File: src/rtl/pcm_slave_pkg.sv
package pcm_slave_pkg;
  localparam int WIDE_BITS   = 16;
  localparam int NARROW_BITS = 8;
  localparam int CNT_W       = $clog2(WIDE_BITS + 1);

  // number of bits in one channel slot
  function automatic logic [CNT_W-1:0] word_bits(input logic wide);
    return wide ? CNT_W'(WIDE_BITS) : CNT_W'(NARROW_BITS);
  endfunction

  // place the word so that its first bit sits at the shifter MSB
  function automatic logic [WIDE_BITS-1:0] align_tx(input logic [WIDE_BITS-1:0] d,
                                                    input logic wide);
    return wide ? d : {d[NARROW_BITS-1:0], {(WIDE_BITS-NARROW_BITS){1'b0}}};
  endfunction

  // keep only the bits of the active slot width
  function automatic logic [WIDE_BITS-1:0] trim_rx(input logic [WIDE_BITS-1:0] d,
                                                   input logic wide);
    return wide ? d : {{(WIDE_BITS-NARROW_BITS){1'b0}}, d[NARROW_BITS-1:0]};
  endfunction
endpackage

File: src/rtl/pcm_sync.sv
module pcm_sync #(
  parameter int WIDTH  = 3,
  parameter int STAGES = 2
) (
  input  logic             clk,
  input  logic             rst_n,
  input  logic [WIDTH-1:0] d,
  output logic [WIDTH-1:0] q
);
  logic [WIDTH-1:0] stg [STAGES];

  always_ff @(posedge clk or negedge rst_n)
    if (!rst_n) stg[0] <= '0;
    else        stg[0] <= d;

  for (genvar s = 1; s < STAGES; s++) begin : g_stage
    always_ff @(posedge clk or negedge rst_n)
      if (!rst_n) stg[s] <= '0;
      else        stg[s] <= stg[s-1];
  end

  assign q = stg[STAGES-1];
endmodule

File: src/rtl/pcm_bit_timer.sv
module pcm_bit_timer (
  input  logic clk,
  input  logic rst_n,
  input  logic sclk_s,
  input  logic dbl,
  input  logic realign,
  output logic clk_rise,
  output logic clk_fall,
  output logic bit_rise,
  output logic bit_fall
);
  logic prev_q;
  logic phase_q;

  assign clk_rise = sclk_s & ~prev_q;
  assign clk_fall = ~sclk_s & prev_q;

  // halved clock: even input rises open a bit, odd ones close it
  assign bit_rise = dbl ? (clk_rise & ~phase_q) : clk_rise;
  assign bit_fall = dbl ? (clk_rise &  phase_q) : clk_fall;

  always_ff @(posedge clk or negedge rst_n)
    if (!rst_n) begin
      prev_q  <= 1'b0;
      phase_q <= 1'b0;
    end else begin
      prev_q <= sclk_s;
      if (realign)              phase_q <= 1'b0;
      else if (dbl && clk_rise) phase_q <= ~phase_q;
    end
endmodule

File: src/rtl/pcm_fs_qual.sv
module pcm_fs_qual (
  input  logic clk,
  input  logic rst_n,
  input  logic fs_s,
  input  logic clk_rise,
  input  logic clk_fall,
  output logic frame_start
);
  logic armed_q;
  logic seen_q;

  // high at a rise and still high at the following fall
  assign frame_start = clk_fall & armed_q & fs_s;

  always_ff @(posedge clk or negedge rst_n)
    if (!rst_n) begin
      armed_q <= 1'b0;
      seen_q  <= 1'b0;
    end else begin
      if (clk_rise)         armed_q <= fs_s & ~seen_q;
      else if (frame_start) armed_q <= 1'b0;
      if (frame_start)              seen_q <= 1'b1;
      else if (clk_rise && !fs_s)   seen_q <= 1'b0;
    end
endmodule

File: src/rtl/pcm_slave_port.sv
module pcm_slave_port
  import pcm_slave_pkg::*;
#(
  parameter int SYNC_STAGES = 2
) (
  input  logic                 clk,
  input  logic                 rst_n,
  input  logic                 cfg_wide,
  input  logic                 cfg_long,
  input  logic                 cfg_dbl,
  input  logic                 sclk_in,
  input  logic                 fsync_in,
  input  logic                 sdin,
  output logic                 sdout,
  output logic                 sdout_oe,
  output logic                 fsync_out,
  input  logic [WIDE_BITS-1:0] tx_data,
  input  logic                 tx_valid,
  output logic                 tx_ready,
  output logic [WIDE_BITS-1:0] rx_data,
  output logic                 rx_valid,
  output logic                 underrun
);
  logic [2:0] pins_s;
  logic sclk_s, fs_s, sdin_s;
  logic clk_rise, clk_fall, bit_rise, bit_fall, frame_start;
  logic active, started, first, wide_q, long_q, dbl_q;
  logic [CNT_W-1:0] bit_cnt;
  logic [CNT_W-1:0] last_idx;
  logic [WIDE_BITS-1:0] tx_sh, rx_sh, rx_next, hold_data, rx_data_q;
  logic hold_full, underrun_q, rx_valid_q, sdout_q, oe_q, fso_q;
  logic last_bit, take_bit, accept;

  pcm_sync #(.WIDTH(3), .STAGES(SYNC_STAGES)) sync_i (
    .clk(clk), .rst_n(rst_n),
    .d({sclk_in, fsync_in, sdin}), .q(pins_s)
  );
  assign {sclk_s, fs_s, sdin_s} = pins_s;

  pcm_bit_timer timer_i (
    .clk(clk), .rst_n(rst_n), .sclk_s(sclk_s), .dbl(dbl_q),
    .realign(frame_start), .clk_rise(clk_rise), .clk_fall(clk_fall),
    .bit_rise(bit_rise), .bit_fall(bit_fall)
  );

  pcm_fs_qual fsq_i (
    .clk(clk), .rst_n(rst_n), .fs_s(fs_s), .clk_rise(clk_rise),
    .clk_fall(clk_fall), .frame_start(frame_start)
  );

  assign last_idx = word_bits(wide_q) - CNT_W'(1);
  assign take_bit = bit_fall & active & started;
  assign last_bit = take_bit & (bit_cnt == last_idx);
  assign rx_next  = {rx_sh[WIDE_BITS-2:0], sdin_s};
  assign accept   = tx_valid & ~hold_full;

  always_ff @(posedge clk or negedge rst_n)
    if (!rst_n) begin
      active <= 1'b0; started <= 1'b0; first <= 1'b0;
      wide_q <= 1'b0; long_q <= 1'b0; dbl_q <= 1'b0;
      bit_cnt <= '0; tx_sh <= '0; rx_sh <= '0; rx_data_q <= '0;
      hold_data <= '0; hold_full <= 1'b0; underrun_q <= 1'b0;
      rx_valid_q <= 1'b0; sdout_q <= 1'b0; oe_q <= 1'b0; fso_q <= 1'b0;
    end else begin
      rx_valid_q <= 1'b0;
      // transmit side: advance on the bit's rising event
      if (bit_rise) begin
        if (active) begin
          sdout_q <= tx_sh[WIDE_BITS-1];
          tx_sh   <= {tx_sh[WIDE_BITS-2:0], 1'b0};
          oe_q    <= 1'b1;
          fso_q   <= long_q | first;
          started <= 1'b1;
          first   <= 1'b0;
        end else begin
          sdout_q <= 1'b0;
          oe_q    <= 1'b0;
          fso_q   <= 1'b0;
        end
      end
      // receive side: sample on the bit's falling event
      if (take_bit) begin
        rx_sh <= rx_next;
        if (last_bit) begin
          rx_data_q  <= trim_rx(rx_next, wide_q);
          rx_valid_q <= 1'b1;
          active     <= 1'b0;
        end else begin
          bit_cnt <= bit_cnt + CNT_W'(1);
        end
      end
      if (frame_start) begin
        active  <= 1'b1;
        started <= 1'b0;
        first   <= 1'b1;
        bit_cnt <= '0;
        wide_q  <= cfg_wide;
        long_q  <= cfg_long;
        dbl_q   <= cfg_dbl;
        if (hold_full) begin
          tx_sh     <= align_tx(hold_data, cfg_wide);
          hold_full <= 1'b0;
        end else begin
          tx_sh      <= '0;
          underrun_q <= 1'b1;
        end
      end
      if (accept) begin
        hold_data <= tx_data;
        hold_full <= 1'b1;
      end
    end

  assign sdout     = sdout_q;
  assign sdout_oe  = oe_q;
  assign fsync_out = fso_q;
  assign tx_ready  = ~hold_full;
  assign rx_data   = rx_data_q;
  assign rx_valid  = rx_valid_q;
  assign underrun  = underrun_q;
endmodule

File: config.mk
export PLATFORM = sky130hd
export DESIGN_NAME = pcm_slave_port
export DESIGN_NICKNAME = d
export VERILOG_FILES = /design/src/rtl/pcm_slave_pkg.sv /design/src/rtl/pcm_sync.sv /design/src/rtl/pcm_bit_timer.sv /design/src/rtl/pcm_fs_qual.sv /design/src/rtl/pcm_slave_port.sv
export SDC_FILE = /design/constraint.sdc
export NUM_CORES = 1
export LEC_CHECK = 0
export BUFFER_PORTS_ARGS = -buffer_cell sky130_fd_sc_hd__buf_4
export CAP_MARGIN = 20
export CORE_MARGIN = 2
export CORE_UTILIZATION = 55
export CTS_BUF_LIST = sky130_fd_sc_hd__clkbuf_16
export CTS_CLUSTER_DIAMETER = 50
export DETAILED_ROUTE_END_ITERATION = 10
export GPL_ROUTABILITY_DRIVEN = 0
export PLACE_DENSITY = 0.76
export SLEW_MARGIN = 40
export SYNTH_ARGS = -nofsm -noshare
export SYNTH_HDL_FRONTEND = slang
export SYNTH_HIERARCHICAL = 1
export SYNTH_SLANG_ARGS = --single-unit
export TNS_END_PERCENT = 5
File: constraint.sdc
create_clock -name clk -period 2.5 [get_ports clk]
set_input_delay 0.375 -clock clk [delete_from_list [all_inputs] [get_ports clk]]
set_output_delay 0.375 -clock clk [all_outputs]
set_load 0.01 [all_outputs]
==> metrics.txt <==
insertion delay to the later sink of the worst-skew pair=0.34 ns; final hold vios=9; wire per inst=14.97 microns; CTS H-Tree Depth=3; vias in the first global route=2439; P&R area growth vs syn=17.58%; Synth top area share=59.70%; critical path class=flop to flop; die area=0.007538 sq mm; Pwr per Cell Area=990.2 mW/mm^2; Die Ht=86.82 microns; initial antenna violation count=0; Final Cycle Share=81.94%; Setup Skew=0.007958 ns; RSZ-0062 raised after global routing=no; Ys Warns=6; Sw Ratio=28.39%; Reg clk slew, reported paths=0.06 ns; Slew @ Worst Pin=0.4770 ns; Main synth FF type=dfrtp_1; Vias/cell=5.278; P_leak=2.179 nW; num ports=47; GRT overflow=0; drt first pass iters=4; initial core utilization=56.15%; nature of the critical path startpoint=flop; top-count cell post-synth=dfrtp_1; total of max-cap violations=0; gr usage total=20.01%; Synth area leader=dfrtp_1; #FFs+latches synth=90; Comb power frac=21.0%; Util after Layout=66.01%; FP Rows=30; main area contributors after synthesis=dfrtp_1 (60%), mux2_2 (8.7%), nand2_1 (7.0%); Post-CTS Hold Fix Bufs=0; R2R depth=6; critical path peak fanout=17; f_max=488.2 MHz; Port Buf Inserts=46; share of power burned in registers=50.0%; Initial DRC Count=115; top cells by count, synth=dfrtp_1 (90), nand2_1 (70), mux2_2 (29); Clock Path Buffers=2; Ant. Diodes=0; endpoints failing setup=0; Sw Pwr=1.247 mW; Register Area=0.002252 sq mm; Hold WC Path Type=input pin to asynchronous set/reset pin; Critical Path RT=2.72 ns; CP Capture Type=flop; sequential area share after synthesis=59.70%; clock power share=29.0%; Slowest-stage cell, CP=dfrtp_1; multi-input logic area=0.001328 sq mm; post-synthesis instance total=320; Max rail drop VDD=539.0 uV; Fin Hold WS=-0.006758 ns; core footprint=0.006719 sq mm; Netlist Area Pre-Place=0.003772 sq mm; CP bufs+invs=1; clk root buf=clkbuf_16; fin nets=390; die extent in x=86.82 microns; Post-synth EDFFs=0; layout cells sized above 1=26.29%; # clock sinks=90; min cycle time layout=2.049 ns; arrival time at the worst endpoint=2.27 ns; Avg Cell Area, Syn=11.79 sq um; Max stage delay on crit path=0.39 ns; library cells used by synthesis=38; final setup TNS=0 ns; cts bufs inserted=9; DRC viols=0; Crit path depth=6; CTS tree=done; cells along the critical path=nand2b_1, o2bb2ai_1, nand3_4, nor4b_4, buf_4, mux2_2; Filler cells=525; internal power=3.145 mW; antenna viol nets, final=0; net count after synthesis=346; crit-path leading delay family=simple AND/OR/NAND/NOR gates; Slew HR=68.20%; violated checks=hold timing; Post CTS Setup Buffer Count=0; asr flop ratio synth=100.0%; Max Slew Vio Count=0; Post-DP HPWL=4570 microns; first-pass GRT wire length=11420 microns; outcome=finished with violations; DRT Wirelength=6722 microns; vias=2370; number of gates resized after cts=0; largest net degree at the start of global routing=38
## flip-flops by register name, summed over array words and instances, names as in the netlist, 3 cells and up
| name | flops |
|---|---|
| sync_i/stg | 3 |
| sync_i/q | 3 |
| rx_sh | 15 |
| tx_sh | 16 |
| rx_data | 16 |
| hold_data | 16 |
| bit_cnt | 5 |
## worst reg2reg max path, cell delays in order (launching register included)
cell	delay (ns)
dfrtp_1	0.39
nand2b_1	0.18
o2bb2ai_1	0.29
nand3_4	0.12
nor4b_4	0.27
buf_4	0.30
mux2_2	0.38
## power by group through the flow
| stage | registers [mW] | clock network [mW] | logic (mW) |
|---|---|---|---|
| floorplan | 2.10 | 0 | 0.733 |
| global placement | 2.20 | 0 | 0.891 |
| finish | 2.20 | 1.27 | 0.923 |
| global route | 2.26 | 1.35 | 1.04 |
| CTS | 2.20 | 1.29 | 0.934 |
| detailed placement | 2.22 | 0 | 0.929 |
## per-stage QoR
step           cells  power [mW]  hold slack (ns)  area, sq um  setup slack (ns)
4_1_cts          449       4.426         0.009863         4436            0.4308
3_3_place_gp     433       3.096           0.3371         4158            0.5370
6_report         449       4.392        -0.006758         4436            0.4515
3_5_place_dp     433       3.150           0.3365         4158            0.4480
5_1_grt          449       4.647          0.03786         4436            0.3087
2_1_floorplan    320       2.829          0.07941         3772            0.6882
## path summary, 6_finish.rpt
kind | from | to | slack [ns]
max | timer_i/prev_q$_DFF_PN0_ | rx_data[7]$_DFFE_PN0P_ | 0.45
min | rst_n | rx_sh[14]$_DFFE_PN0P_ | -0.007
max reg2reg | timer_i/prev_q$_DFF_PN0_ | rx_data[7]$_DFFE_PN0P_ | 0.45
min reg2reg | sync_i/stg[3]$_DFF_PN0_ | sync_i/q[0]$_DFF_PN0_ | 0.35
max in group asynchronous | rst_n | rx_data[1]$_DFFE_PN0P_ | 1.87
min in group clk | sclk_in | sync_i/stg[5]$_DFF_PN0_ | 0.14
## final cells by class
type                       instances  area share [%]
clock buffer                       9           5.078
clock inverter                     7           1.185
inverter                          18           1.523
multi-input combinational        192           29.93
sequential                        90           50.78
tap                               80           2.257
timing repair buffer              53           9.252
## metal layers
metal	share of wire, %	routed length (microns)	global-route usage [%]	vias up
li1	-	-	-	1164
met1	44	2982	25.29	1149
met2	50	3360	32.55	44
met3	3.4	230	6.000	13
met4	2.2	148	7.670	0
met5	0	0	0	-
## placed cells by master (no fill, tap or decap), types with 2 or more instances in the layout
cell type  count
dfrtp_1       90
o2bb2ai_1      2
nor2_1         4
nand3_1        2
mux2i_1       26
o22ai_1        8
nand2_1       70
a21oi_1        4
clkbuf_16      9
nor2b_1        5
clkinv_1       4
nor3_1         3
o21ai_0       11
a21o_1         2
a2bb2oi_1      7
inv_1         20
o211ai_1       2
mux2_2        29
buf_4         52
and3_1         2
## kinds of logic after synthesis
family | synth area share (%)
AND/OR/NAND/NOR | 11.54
flip-flops | 59.70
multiplexers | 15.95
AO/OA/AOI/OAI | 7.131
buffers and inverters | 5.107
XOR/XNOR | 0.2322
adder cells (fa/ha/maj) | 0.3316
Note: power is estimated with default switching activity, not from simulation.
